[config.mk]
export PLATFORM = sky130hd
export DESIGN_NAME = xpt_route_regs
export DESIGN_NICKNAME = d
export VERILOG_FILES = /design/src/rtl/xpt_pkg.sv /design/src/rtl/xpt_pin_sync.sv /design/src/rtl/xpt_pair_bank.sv /design/src/rtl/xpt_route_regs.sv
export SDC_FILE = /design/constraint.sdc
export NUM_CORES = 1
export LEC_CHECK = 0
export ABC_AREA = 1
export ABC_CLOCK_PERIOD_IN_PS = 3250
export BUFFER_PORTS_ARGS = -buffer_cell sky130_fd_sc_hd__buf_2
export CAP_MARGIN = 40
export CORE_MARGIN = 2
export CORE_UTILIZATION = 57
export CTS_CLUSTER_SIZE = 12
export DETAILED_ROUTE_END_ITERATION = 12
export GPL_ROUTABILITY_DRIVEN = 0
export GPL_TIMING_DRIVEN = 0
export HOLD_SLACK_MARGIN = 0.15
export PLACE_DENSITY_LB_ADDON = 0.15
export SKIP_CTS_REPAIR_TIMING = 1
export SLEW_MARGIN = 25
export SYNTH_ARGS = -nofsm -noshare
export SYNTH_HDL_FRONTEND = slang
export SYNTH_SLANG_ARGS = --single-unit
[constraint.sdc]
create_clock -name clk -period 3.25 [get_ports clk]
set_clock_uncertainty 0.1 [all_clocks]
set_input_delay 0.1625 -clock clk [delete_from_list [all_inputs] [get_ports clk]]
set_output_delay 0.1625 -clock clk [all_outputs]
set_load 0.01 [all_outputs]
[src/rtl/xpt_pkg.sv]
package xpt_pkg;
  // Fixed register addresses whose positions other logic decodes
  localparam int unsigned XPT_ADR_HWCFG  = 'h03;
  localparam int unsigned XPT_ADR_STROBE = 'h05;
  localparam int unsigned XPT_ADR_ACTIVE = 'h08;

  // Control bit positions
  localparam int unsigned XPT_BIT_HW_EN = 3;
  localparam int unsigned XPT_BIT_SWSTB = 0;
  localparam int unsigned XPT_BIT_EDGE  = 6;
  localparam int unsigned XPT_BIT_BANK  = 7;

  // Lanes per switching group for the power-up map
  localparam int unsigned XPT_GRP_LANES = 4;

  // Power-up source for an output: groups 0 and 1 swapped, others straight
  function automatic int xpt_dflt_src(input int o);
    int g;
    int r;
    g = o / XPT_GRP_LANES;
    r = o % XPT_GRP_LANES;
    if (g == 0) return XPT_GRP_LANES + r;
    if (g == 1) return r;
    return o;
  endfunction
endpackage

[src/rtl/xpt_pin_sync.sv]
module xpt_pin_sync #(
  parameter int unsigned STAGES = 2
) (
  input  logic clk,
  input  logic rst_n,
  input  logic pin_i,
  output logic lvl_o,
  output logic fall_o
);
  logic [STAGES-1:0] sync_q;
  logic              prev_q;

  generate
    if (STAGES == 1) begin : g_one
      always_ff @(posedge clk or negedge rst_n) begin
        if (!rst_n) sync_q <= '0;
        else        sync_q <= pin_i;
      end
    end else begin : g_chain
      always_ff @(posedge clk or negedge rst_n) begin
        if (!rst_n) sync_q <= '0;
        else        sync_q <= {sync_q[STAGES-2:0], pin_i};
      end
    end
  endgenerate

  always_ff @(posedge clk or negedge rst_n) begin
    if (!rst_n) prev_q <= 1'b0;
    else        prev_q <= sync_q[STAGES-1];
  end

  assign lvl_o  = sync_q[STAGES-1];
  assign fall_o = prev_q & ~sync_q[STAGES-1];
endmodule

[src/rtl/xpt_pair_bank.sv]
module xpt_pair_bank
  import xpt_pkg::*;
#(
  parameter int unsigned NUM_PAIR = 6,
  parameter int unsigned SEL_W    = 4,
  parameter int unsigned ADDR_W   = 8,
  parameter int unsigned BASE     = 8
) (
  input  logic                                clk,
  input  logic                                rst_n,
  input  logic                                wr_en,
  input  logic [ADDR_W-1:0]                   addr,
  input  logic [2*SEL_W-1:0]                  wdata,
  input  logic                                load_en,
  input  logic [NUM_PAIR-1:0][2*SEL_W-1:0]    load_val,
  output logic [NUM_PAIR-1:0][2*SEL_W-1:0]    regs_q,
  output logic [2*SEL_W-1:0]                  rd_o
);
  localparam int unsigned PW  = 2 * SEL_W;
  localparam int unsigned TOP = BASE + NUM_PAIR - 1;

  // Register p lives at TOP-p: descending output order
  always_ff @(posedge clk or negedge rst_n) begin
    if (!rst_n) begin
      for (int p = 0; p < NUM_PAIR; p++) begin
        regs_q[p] <= {SEL_W'(xpt_dflt_src(2 * p + 1)), SEL_W'(xpt_dflt_src(2 * p))};
      end
    end else if (load_en) begin
      regs_q <= load_val;
    end else if (wr_en) begin
      for (int p = 0; p < NUM_PAIR; p++) begin
        if (addr == ADDR_W'(TOP - p)) regs_q[p] <= wdata;
      end
    end
  end

  always_comb begin
    rd_o = '0;
    for (int p = 0; p < NUM_PAIR; p++) begin
      if (addr == ADDR_W'(TOP - p)) rd_o = regs_q[p];
    end
  end

  logic unused_pw;
  assign unused_pw = (PW == 0);
endmodule

[src/rtl/xpt_route_regs.sv]
module xpt_route_regs
  import xpt_pkg::*;
#(
  parameter int unsigned NUM_OUT     = 12,
  parameter int unsigned SEL_W       = 4,
  parameter int unsigned ADDR_W      = 8,
  parameter int unsigned SYNC_STAGES = 2
) (
  input  logic                       clk,
  input  logic                       rst_n,
  input  logic                       bus_wr,
  input  logic [ADDR_W-1:0]          bus_addr,
  input  logic [2*SEL_W-1:0]         bus_wdata,
  output logic [2*SEL_W-1:0]         bus_rdata,
  input  logic                       prot_pin,
  output logic [NUM_OUT*SEL_W-1:0]   xp_sel
);
  localparam int unsigned NUM_PAIR = NUM_OUT / 2;
  localparam int unsigned PW       = 2 * SEL_W;
  localparam int unsigned STG1_BASE = XPT_ADR_ACTIVE + NUM_PAIR;
  localparam int unsigned STG2_BASE = XPT_ADR_ACTIVE + 2 * NUM_PAIR;

  logic [PW-1:0] hwcfg_q;
  logic [PW-1:0] strb_q;
  logic          hw_en, edge_mode, bank_sel;
  logic          pin_lvl, pin_fall;
  logic          sw_strobe, commit, commit_b2;
  logic [NUM_PAIR-1:0][PW-1:0] act_q, stg1_q, stg2_q, load_val;
  logic [PW-1:0] act_rd, stg1_rd, stg2_rd;

  // Control registers
  always_ff @(posedge clk or negedge rst_n) begin
    if (!rst_n) begin
      hwcfg_q <= '0;
      strb_q  <= '0;
    end else if (bus_wr) begin
      if (bus_addr == ADDR_W'(XPT_ADR_HWCFG))  hwcfg_q <= bus_wdata;
      if (bus_addr == ADDR_W'(XPT_ADR_STROBE)) begin
        strb_q <= bus_wdata;
        strb_q[XPT_BIT_SWSTB] <= 1'b0;
      end
    end
  end

  assign hw_en     = hwcfg_q[XPT_BIT_HW_EN];
  assign edge_mode = strb_q[XPT_BIT_EDGE];
  assign bank_sel  = strb_q[XPT_BIT_BANK];
  assign sw_strobe = bus_wr && (bus_addr == ADDR_W'(XPT_ADR_STROBE))
                     && bus_wdata[XPT_BIT_SWSTB];

  xpt_pin_sync #(.STAGES(SYNC_STAGES)) u_sync (
    .clk    (clk),
    .rst_n  (rst_n),
    .pin_i  (prot_pin),
    .lvl_o  (pin_lvl),
    .fall_o (pin_fall)
  );

  // Commit selection: level mode, then pin edge, then software strobe
  always_comb begin
    commit    = 1'b0;
    commit_b2 = 1'b0;
    if (hw_en && !edge_mode) begin
      commit    = 1'b1;
      commit_b2 = !pin_lvl;
    end else if (hw_en && pin_fall) begin
      commit    = 1'b1;
      commit_b2 = bank_sel;
    end else if (sw_strobe) begin
      commit    = 1'b1;
      commit_b2 = bus_wdata[XPT_BIT_BANK];
    end
  end

  assign load_val = commit_b2 ? stg2_q : stg1_q;

  xpt_pair_bank #(.NUM_PAIR(NUM_PAIR), .SEL_W(SEL_W), .ADDR_W(ADDR_W),
                  .BASE(XPT_ADR_ACTIVE)) u_active (
    .clk(clk), .rst_n(rst_n), .wr_en(bus_wr), .addr(bus_addr), .wdata(bus_wdata),
    .load_en(commit), .load_val(load_val), .regs_q(act_q), .rd_o(act_rd)
  );

  xpt_pair_bank #(.NUM_PAIR(NUM_PAIR), .SEL_W(SEL_W), .ADDR_W(ADDR_W),
                  .BASE(STG1_BASE)) u_stage1 (
    .clk(clk), .rst_n(rst_n), .wr_en(bus_wr), .addr(bus_addr), .wdata(bus_wdata),
    .load_en(1'b0), .load_val('0), .regs_q(stg1_q), .rd_o(stg1_rd)
  );

  xpt_pair_bank #(.NUM_PAIR(NUM_PAIR), .SEL_W(SEL_W), .ADDR_W(ADDR_W),
                  .BASE(STG2_BASE)) u_stage2 (
    .clk(clk), .rst_n(rst_n), .wr_en(bus_wr), .addr(bus_addr), .wdata(bus_wdata),
    .load_en(1'b0), .load_val('0), .regs_q(stg2_q), .rd_o(stg2_rd)
  );

  // Read mux: banks return zero outside their range
  always_comb begin
    bus_rdata = act_rd | stg1_rd | stg2_rd;
    if (bus_addr == ADDR_W'(XPT_ADR_HWCFG))  bus_rdata = hwcfg_q;
    if (bus_addr == ADDR_W'(XPT_ADR_STROBE)) bus_rdata = strb_q;
  end

  // Output n: register n/2, low nibble for even n
  for (genvar o = 0; o < NUM_OUT; o++) begin : g_out
    assign xp_sel[o*SEL_W +: SEL_W] = act_q[o/2][(o%2)*SEL_W +: SEL_W];
  end
endmodule

==> summary.md <==
| Metric | Value |
|---|---|
| CP max-delay cell | nor2_1 |
| Initial antenna violation count | 0 |
| Final layout net count | 1400 |
| Hold path depth | 3 |
| Synth Warn # | 0 |
| Sequential share of power | 45.8% |
| Final number of max-transition violations | 0 |
| Worst-Skew Late Latency | 440 ps |
| Crit-path max FO | 10 |
| Max-cap viol count | 0 |
| Hold worst-path end | u_stage1.regs_q[14]$_DFFE_PN1P_ |
| WHS | 181 ps |
| Reg2Reg Setup Slack | 1090 ps |
| Max IR drop VDD | 0.403 mV |
| NetSw | 1.93 mW |
| CP Buf/Inv Count | 5 |
| Number of global-route vias before repair | 8067 |
| Initial Utilization | 58.4% |
| Worst Path Class, Setup | in -> out |
| Reg2Reg Depth | 8 |
| Area of the die | 16600 um^2 |
| Clock root buffer | clkbuf_16 |
| Pwr Density | 584 nW/um^2 |
| Met2 usage | 52.7% |
| Crit path depth | 13 |
| Pint | 4.05 mW |
| Clock Tree Buf Depth | 2 |
| PnR Total Power | 5.98 mW |
| Crit path DAT | 2310 ps |
| TritonCTS buffer count | 17 |
| CTS sink count | 162 |
| Detailed Route WL | 30.0 mm |
| Drt wl/cell | 19.0 um |
| Die boundary width | 129 um |
| Comb pwr share | 21.0% |
| Global-route wire length before repair | 45.4 mm |
| Worst setup SP type | input pin |
| Power share of the clock group | 33.1% |
| PortBufs | 75 |
| Met3 Track Usage GR | 6.99% |
| Row count | 45 |
| Sw frac | 32.3% |
| TritonCTS clock tree | built |
| CP max stage delay | 320 ps |
| Post-layout min period | 2570 ps |
| Cell family with most CP delay | simple AND/OR/NAND/NOR gates |
| Outcome | finished clean |
| FF-to-FF Start | hwcfg_q[3]$_DFFE_PN0P_ |
| Post-Synthesis Cells | 1274 |
| Syn Nets | 1294 |
| # setup viols final | 0 |
| Max-slew headroom | 45.5% |
| Diode count | 0 |
| F_max | 0.389 GHz |
| Final hold viol count | 0 |
| Iteration-0 DRC Markers | 1336 |
| Worst r2r dst | u_active.regs_q[27]$_DFFE_PN0P_ |
| DRC | 0 |
| Core Area | 15200 um^2 |
| Layout cells sized above 1 | 14.6% |
| Design area | 10200 um^2 |
| Worst path cell trace | buf_2 > inv_1 > nand2_1 > nor2_1 > clkbuf_1 > buf_1 > nand3_1 > nand2_1 > nor2_1 > nand4_1 > nor2_1 > nand4_1 > buf_2 |
| Detail Placement HPWL | 22.3 mm |
| Most used cell, CP | nor2_1 |
| Synth Area per Inst | 6.97 um^2 |
| Crit end category | output port |
| Leakage Power | 5.00 nW |
| Layout area overhead | 15.2% |
| CTS clk-pin slew, worst paths | 70 ps |
| FF+latch count, synth | 162 |
| Final period util | 79.1% |
| H-tree depth | 4 |
| Worst-margin pin slew | 817 ps |
| RSZ-0062 raised after global routing | false |
| Hold Crit Class | in -> reg |
| Post-synthesis sequential area ratio | 46.5% |
| Pin count of the biggest net entering global routing | 62 |
| Hold_sp | bus_wdata[6] |
| Placed cell areas | 9560 um^2 |
| Total number of vias | 9047 |
| Gr ovfl total | 0 |
| Met1 usage | 52.6% |
| Via density | 5.72 |
| Netlist Area Pre-Place | 8880 um^2 |
| Busiest grt layer | met2 |
| 1st-pass router iterations | 5 |
| Chip Height | 129 um |
| CP required | 2990 ps |
| Gr usage total | 37.0% |
| Synth unique cells | 22 |
| ANT nets after route | 0 |
| IO Pins | 76 |
==> logic make-up (layout without fill, tap and decap cells) <==
| kind of cell | count (synthesis) | after routing | share of synthesized area [%] |
|---|---|---|---|
| and+or+nand+nor | 699 | 699 | 33.1 |
| AOI/OAI and AO/OA | 169 | 169 | 9.65 |
| buffers and inverters | 244 | 363 | 10.8 |
| DFF | 162 | 162 | 46.5 |
==> how the worst max path moves through the flow <==
stage                      from                endpoint  slack (ps)
floorplan           bus_addr[6]            bus_rdata[7]        1600
global placement          rst_n  hwcfg_q[6]$_DFFE_PN0P_        -500
detailed placement  bus_addr[6]            bus_rdata[4]         790
CTS                 bus_addr[6]            bus_rdata[4]         780
global route        bus_addr[6]            bus_rdata[4]         560
finish              bus_addr[6]            bus_rdata[3]         680
==> metal layers <==
metal | routed length [um] | share of wire (%) | up-vias
li1 | - | - | 4226
met1 | 11900 | 40 | 4106
met2 | 12600 | 42 | 620
met3 | 3690 | 12 | 95
met4 | 1730 | 5.8 | 0
met5 | 0 | 0 | -
==> power groups by stage <==
stage               Combinational, mW  Sequential (mW)  Clock [mW]
CTS                              1.24             2.73        1.98
detailed placement               1.23             2.76           0
floorplan                       0.601             2.83           0
global placement                 1.19             2.75           0
finish                           1.26             2.74        1.98
global route                     1.45             2.77        2.06
==> placed cells by master (no fill, tap or decap) <==
cell	count
nand3_1	178
o21ai_0	164
buf_2	84
clkinvlp_4	4
inv_2	4
nor3_1	6
buf_1	3
a21oi_1	2
nand4_1	17
buf_4	3
o211ai_1	2
clkbuf_1	32
clkinv_2	2
buf_6	3
nor2_2	10
or2_2	3
clkbuf_16	17
o21bai_2	1
buf_8	1
dlygate4sd3_1	10
dfrtp_1	102
bufinv_16	1
nand2_1	389
dfstp_2	60
inv_1	190
buf_16	2
inv_6	1
clkbuf_8	3
clkinv_4	3
nor4_1	1
nor2_1	93
nand2_2	2
==> worst reg2reg max path: stages (launching register included) <==
cell and delay [ps]:
dfrtp_1 420, inv_1 80, nor2_1 50, nand2_1 140, clkbuf_1 390, clkbuf_1 450, nand3_1 200, nand3_1 160
nand2_1 60
==> flip-flops by register name (all words and copies together), names as in the netlist <==
register         count
hwcfg_q              8
strb_q               7
u_active.regs_q     48
u_stage1.regs_q     48
u_stage2.regs_q     48
u_sync.prev_q        1
u_sync.sync_q        2
==> synthesized netlist by cell type (all sizes together) <==
cell    number  area share, %
a21oi        2           0.11
buf         19            1.3
clkbuf      31            1.3
dfrtp      102             29
dfstp       60             18
inv        194            8.2
nand2      391             17
nand3      178             10
nand4       17            1.2
nor2       103            4.6
nor3         6           0.34
nor4         1          0.070
o211ai       2           0.17
o21ai      164            9.2
o21bai       1           0.13
or2          3           0.21
==> per-stage QoR <==
| stage | utilization (%) | cells | setup TNS, ps | setup WS (ps) |
|---|---|---|---|---|
| CTS | 66.7 | 1571 | 0 | 779 |
| global placement | 62.5 | 1537 | -49410 | -498 |
| finish | 67.3 | 1581 | 0 | 678 |
| global route | 67.3 | 1581 | 0 | 556 |
| floorplan | - | 1274 | 0 | 1600 |
| detailed placement | 62.9 | 1539 | 0 | 794 |
==> layout make-up <==
type	instances	area (um^2)
plain buffers	50	234
clock buffers	21	470
clock inverters	11	105
fillers	1316	4970
inverters	194	728
multi-input cells	868	3790
flip-flops and latches	162	4130
well taps	188	235
repair buffers	87	541
Power figures use the tool's default switching activity.
